--- src/rtl/arb_pkg.sv ---
package arb_pkg;
  localparam int LIM_W      = 4;
  localparam int UNIT_LG    = 5;
  localparam int CNT_W      = LIM_W + UNIT_LG;
  localparam int BROKEN_CYC = 16;
  localparam int ROT_W      = 2;

  typedef enum logic {OWN_CPU = 1'b0, OWN_PCI = 1'b1} owner_e;

  // last cycle index of a tenure of lim units
  function automatic logic [CNT_W-1:0] tenure_last(input logic [LIM_W-1:0] lim);
    return {lim, {UNIT_LG{1'b0}}} - CNT_W'(1);
  endfunction

  // owner chosen at an arbitration point
  function automatic owner_e pick_owner(input logic cpu_r, input logic pci_r,
                                        input owner_e cur, input logic fair,
                                        input logic rot_act, input logic rot_hit);
    if (!pci_r) return OWN_CPU;
    if (!cpu_r) return OWN_PCI;
    if (rot_act) return rot_hit ? OWN_CPU : OWN_PCI;
    if (fair) return (cur == OWN_PCI) ? OWN_CPU : OWN_PCI;
    return OWN_PCI;
  endfunction
endpackage

--- src/rtl/arb_release.sv ---
module arb_release
  import arb_pkg::*;
(
  input  logic   clk,
  input  logic   rst_n,
  input  logic   frame_n,
  input  logic   frame_mode,
  input  logic   cpu_req,
  input  logic   pci_req,
  input  owner_e owner,
  output logic   frame_end,
  output logic   release_pt
);
  logic frame_q;

  always_ff @(posedge clk) begin
    if (!rst_n) frame_q <= 1'b1;
    else        frame_q <= frame_n;
  end

  assign frame_end = !frame_q && frame_n;

  always_comb begin
    if (owner == OWN_PCI) release_pt = !pci_req || (frame_mode && frame_end);
    else                  release_pt = !cpu_req;
  end
endmodule

--- src/rtl/arb_timers.sv ---
module arb_timers
  import arb_pkg::*;
(
  input  logic             clk,
  input  logic             rst_n,
  input  owner_e           owner,
  input  logic             start_pci,
  input  logic             frame_n,
  input  logic [LIM_W-1:0] lim,
  input  logic             broken_en,
  output logic             force_ten,
  output logic             force_brk
);
  localparam logic [CNT_W-1:0] CNT_MAX  = {CNT_W{1'b1}};
  localparam logic [CNT_W-1:0] BRK_LAST = CNT_W'(BROKEN_CYC - 1);

  logic [CNT_W-1:0] cnt_q;
  logic             seen_q;
  logic             is_pci;

  assign is_pci = (owner == OWN_PCI);

  always_ff @(posedge clk) begin
    if (!rst_n) begin
      cnt_q  <= '0;
      seen_q <= 1'b0;
    end else if (start_pci) begin
      cnt_q  <= '0;
      seen_q <= 1'b0;
    end else if (is_pci) begin
      if (cnt_q != CNT_MAX) cnt_q <= cnt_q + CNT_W'(1);
      seen_q <= seen_q | !frame_n;
    end
  end

  assign force_ten = is_pci && (lim != '0) && (cnt_q == tenure_last(lim));
  assign force_brk = is_pci && broken_en && !seen_q && frame_n && (cnt_q == BRK_LAST);
endmodule

--- src/rtl/arb_rotation.sv ---
module arb_rotation
  import arb_pkg::*;
(
  input  logic             clk,
  input  logic             rst_n,
  input  logic             arb_fire,
  input  owner_e           next_owner,
  input  logic             rot_en,
  input  logic [ROT_W-1:0] rot_ctl,
  output logic             rot_act,
  output logic             rot_hit
);
  logic [ROT_W-1:0] pci_cnt_q;

  always_ff @(posedge clk) begin
    if (!rst_n) pci_cnt_q <= '0;
    else if (arb_fire) begin
      if (next_owner == OWN_CPU)       pci_cnt_q <= '0;
      else if (pci_cnt_q != '1)        pci_cnt_q <= pci_cnt_q + ROT_W'(1);
    end
  end

  assign rot_act = rot_en && (rot_ctl != '0);
  assign rot_hit = (pci_cnt_q >= rot_ctl);
endmodule

--- src/rtl/bus_owner_arbiter.sv ---
module bus_owner_arbiter
  import arb_pkg::*;
(
  input  logic             clk,
  input  logic             rst_n,
  input  logic             cpu_req,
  input  logic             pci_req,
  input  logic             frame_n,
  input  logic             cfg_fair,
  input  logic             cfg_frame_mode,
  input  logic [LIM_W-1:0] cfg_tenure,
  input  logic             cfg_broken_en,
  input  logic             cfg_rot_en,
  input  logic [ROT_W-1:0] cfg_rot_ctl,
  output logic             gnt_cpu,
  output logic             gnt_pci,
  output logic             force_rearb
);
  owner_e owner_q;
  owner_e next_owner;
  logic   frame_end, release_pt;
  logic   force_ten, force_brk;
  logic   rot_act, rot_hit;
  logic   arb_fire, start_pci;

  arb_release u_rel (
    .clk(clk), .rst_n(rst_n), .frame_n(frame_n), .frame_mode(cfg_frame_mode),
    .cpu_req(cpu_req), .pci_req(pci_req), .owner(owner_q),
    .frame_end(frame_end), .release_pt(release_pt)
  );

  arb_timers u_tmr (
    .clk(clk), .rst_n(rst_n), .owner(owner_q), .start_pci(start_pci),
    .frame_n(frame_n), .lim(cfg_tenure), .broken_en(cfg_broken_en),
    .force_ten(force_ten), .force_brk(force_brk)
  );

  arb_rotation u_rot (
    .clk(clk), .rst_n(rst_n), .arb_fire(arb_fire), .next_owner(next_owner),
    .rot_en(cfg_rot_en), .rot_ctl(cfg_rot_ctl), .rot_act(rot_act), .rot_hit(rot_hit)
  );

  assign force_rearb = force_ten || force_brk;
  assign arb_fire    = release_pt || force_rearb;
  assign next_owner  = force_rearb ? OWN_CPU
                     : pick_owner(cpu_req, pci_req, owner_q, cfg_fair, rot_act, rot_hit);
  assign start_pci   = arb_fire && (next_owner == OWN_PCI);

  always_ff @(posedge clk) begin
    if (!rst_n)        owner_q <= OWN_CPU;
    else if (arb_fire) owner_q <= next_owner;
  end

  assign gnt_cpu = (owner_q == OWN_CPU);
  assign gnt_pci = (owner_q == OWN_PCI);
endmodule

--- config.mk ---
export PLATFORM = sky130hd
export DESIGN_NAME = bus_owner_arbiter
export DESIGN_NICKNAME = d
export VERILOG_FILES = /design/src/rtl/arb_pkg.sv /design/src/rtl/arb_release.sv /design/src/rtl/arb_timers.sv /design/src/rtl/arb_rotation.sv /design/src/rtl/bus_owner_arbiter.sv
export SDC_FILE = /design/constraint.sdc
export NUM_CORES = 1
export LEC_CHECK = 0
export BUFFER_PORTS_ARGS = -buffer_cell sky130_fd_sc_hd__buf_2
export CORE_MARGIN = 2
export CORE_UTILIZATION = 48
export DETAILED_ROUTE_END_ITERATION = 7
export PLACE_DENSITY = 0.74
export SLEW_MARGIN = 20
export SYNTH_ARGS = -nofsm -noshare
export SYNTH_HDL_FRONTEND = slang
export SYNTH_HIERARCHICAL = 1
export SYNTH_SLANG_ARGS = --single-unit
--- constraint.sdc ---
create_clock -name clk -period 1.8 [get_ports clk]
set_input_delay 0.36 -clock clk [delete_from_list [all_inputs] [get_ports clk]]
set_output_delay 0.36 -clock clk [all_outputs]
set_load 0.01 [all_outputs]
==> metrics <==
status complete, but fails checks; failing checks negative setup slack; Nets 157; Clock Pin Slew Worst Setup and Hold Paths 100 ps; flip-flop and latch area 290 um^2; IO Port Bufs 17; post-synthesis sequential area ratio 0.309; switching part of the total 0.281; post-synthesis cell count 104; Internal 0.527 mW; Placed Area 0.00109 mm^2; Slew Viols, Final 0; RSZ-0062 raised after global routing true; Clock Power Share 0.338; # hold bufs at CTS 0; share of the synthesized area in the top cell type 0.309; Max Cap Viol 0; Antenna Cells 0; Tightest Pin Transition 327 ps; core area 0.00175 mm^2; Most Crowded Layer GR met2; Iteration-0 DRC Markers 45; Leak 0.535 nW; final cell count without fillers 160; mapped cell area 908 um^2; total gr overflow 0; Residual DRC 0; min Tclk post-route 1950 ps; Yosys cell types 33; via count 920; PD cells 565 mW/mm^2; Final Setup Violations 3; Core Rows 15; global routing usage on met2 0.414; f_max 513 MHz; deepest clock path buffer count 2; first-pass GRT wire length 3700 um; Final Cycle Share 1.08; M3 GR Usage 0.0377; DR vias/cell 5.75; CP cell instances ha_4 -> nand3_4 -> nor4_2 -> o2111a_1 -> nor2_2 -> inv_1 -> buf_2; RD Place Congestion 0.739; setup TNS -158 ps; die height 47.5 um; slowest cell on the critical path dfxtp_2; Final Hold Vio Count 0; CP Data Required Time 1440 ps; die area 0.00226 mm^2; Startpoint Class flip-flop; Comb power frac 0.218; Syn-to-layout area delta 42.8%; Flop pwr share 0.445; vias in the first global route 890; Net Count, Synth 125; Rel. slew slack 0.780; starting density of the core 0.520; post-place setup slack -247 ps; CTS tree built; Setup CP Type reg -> out; DRT Pass-1 Iters 4; share of layout cells above drive strength 1 0.519; initial antenna violation count 0; pin count of the biggest net entering global routing 11; synth top area cells dfxtp_1 31%, ha_1 8.3%, nand2b_1 4.1%; Worst Hold Class in -> reg; footprint of the multi-input gates 724 um^2; Synth Area per Inst 8.73 um^2; worst skew pair latency 290 ps; #FFs+latches synth 14; Overall Global Routing Usage 0.230; maximum vdd drop 0.470 mV; final setup margin -148 ps; Synth area leader dfxtp_1; Root Driver clkbuf_4; Crit Path Max Fanout 2; met1 usage in global routing 0.276; post-route cell area 0.00130 mm^2; DRT antenna net count 0; YS warnings 6; CTS H-Tree Depth 1; crit path DAT 1590 ps; HPWL after DPL 1580 um; number of buffers created by CTS 3; Fill cells 131; Worst path max stage delay 360 ps; Setup Skew 1.97 ps; DP Cell Count 151; IO Pins 18; clock tree sinks 14; Sw Pwr 0.206 mW; DIE WIDTH 47.5 um; Util after Layout 0.743; wire per inst 15.1 um; final wirelength 2420 um; crit end category primary output
## layer usage
layer  part of all wire  vias to the layer above
li1                   -                      445
met2               0.50                       32
met3              0.052                       11
met5                  0                        -
met1               0.42                      432
met4              0.028                        0
## synthesized netlist by cell type
master and number:
a21o_1 1, nand3_1 5, and4_1 3, dfxtp_1 14, nand4b_1 1, a31oi_1 1, o2111a_1 1, xnor2_1 4
or4_1 2, a21oi_1 6, nor4_1 3, a21o_2 1, inv_1 8, nor3_1 1, xor2_1 3, ha_1 6
nand2_1 4, nor2b_4 1, o21a_1 1, mux2i_1 3, a21boi_0 1, and4b_1 2, nand4_2 1, o31ai_1 2
nand3b_1 3, a31o_1 1, nand2b_1 6, and3_2 1, o21ai_0 3, o22ai_1 2, or3_1 4, nor2_1 7
buf_6 2
## per-stage QoR
step,power [mW],hold WS [ps]
6_report,0.733,294
5_1_grt,0.763,319
4_1_cts,0.715,300
3_5_place_dp,0.458,483
3_3_place_gp,0.451,476
2_1_floorplan,0.410,433
## state kept, by name, summed over array words and instances, names as in the netlist
signal,count
u_rot/pci_cnt_q,2
u_rel/frame_q,1
u_tmr/cnt_q,9
gnt_pci,1
u_tmr/seen_q,1
## cells by family after synthesis
family                     after synthesis  share of synthesized area
xor gates and xnor gates                 7                     0.0675
DFF                                     14                      0.309
AOI/OAI and AO/OA                       20                      0.143
buffers and inverters                   10                     0.0579
muxes                                    3                     0.0331
adders and majority gates                6                     0.0826
and+or+nand+nor                         44                      0.307
## cell type report
class / instances / area share
Clock buffer: 4 / 0.0280
Inverter: 8 / 0.0270
Multi-Input combinational cell: 81 / 0.558
Sequential cell: 14 / 0.224
Tap cell: 25 / 0.0241
Timing Repair Buffer: 28 / 0.139
## worst max-delay path: cells and delay by family (launching register included)
kind / cells / cell delay [ps]
AOI/OAI and AO/OA: 1 / 240
and+or+nand+nor: 3 / 370
buffers and inverters: 2 / 170
DFF: 1 / 360
adders and majority gates: 1 / 160
## timing repair
action                     CTS  global route
pin swaps                    9            10
resized for setup           25            12
setup endpoints to repair   13            14
setup buffers                4             0
cloned                       1             0
## power by group through the flow
stage | logic, mW | clock network (mW) | registers [mW]
detailed placement | 0.127 | 0 | 0.331
global route | 0.174 | 0.261 | 0.327
finish | 0.159 | 0.247 | 0.326
floorplan | 0.0758 | 0 | 0.334
CTS | 0.154 | 0.237 | 0.324
global placement | 0.121 | 0 | 0.331
## worst paths after layout
kind                         to          startpoint  depth (start not counted)  slack (ps)
max                 force_rearb      u_tmr/cnt_q[0]                          7        -150
min               u_rel/frame_q             frame_n                          2         290
max reg2reg      u_tmr/cnt_q[4]      u_tmr/cnt_q[0]                          9         -10
min reg2reg  u_rot/pci_cnt_q[0]  u_rot/pci_cnt_q[0]                          2         490
## cells in the final DEF (no fill, tap or decap), types with 2 or more instances in the layout
master and count:
and4_1 2, and4b_1 2, dfxtp_1 6, dfxtp_2 8
nand2b_4 3, buf_6 2, nand2b_1 4, mux2i_1 3
o31ai_1 2, ha_1 3, clkbuf_4 3, buf_2 15
nor4_1 2, or4_4 2, inv_4 2, ha_4 2
o21ai_0 2, a21oi_2 5, xnor2_1 3, buf_4 11
or3_1 4, nand3_1 3, o22ai_1 2, inv_1 6
nand3b_1 3, xor2_1 3, nand2_1 4, nor2_2 4
nor2_1 3
(Power assumes the default switching activity.)
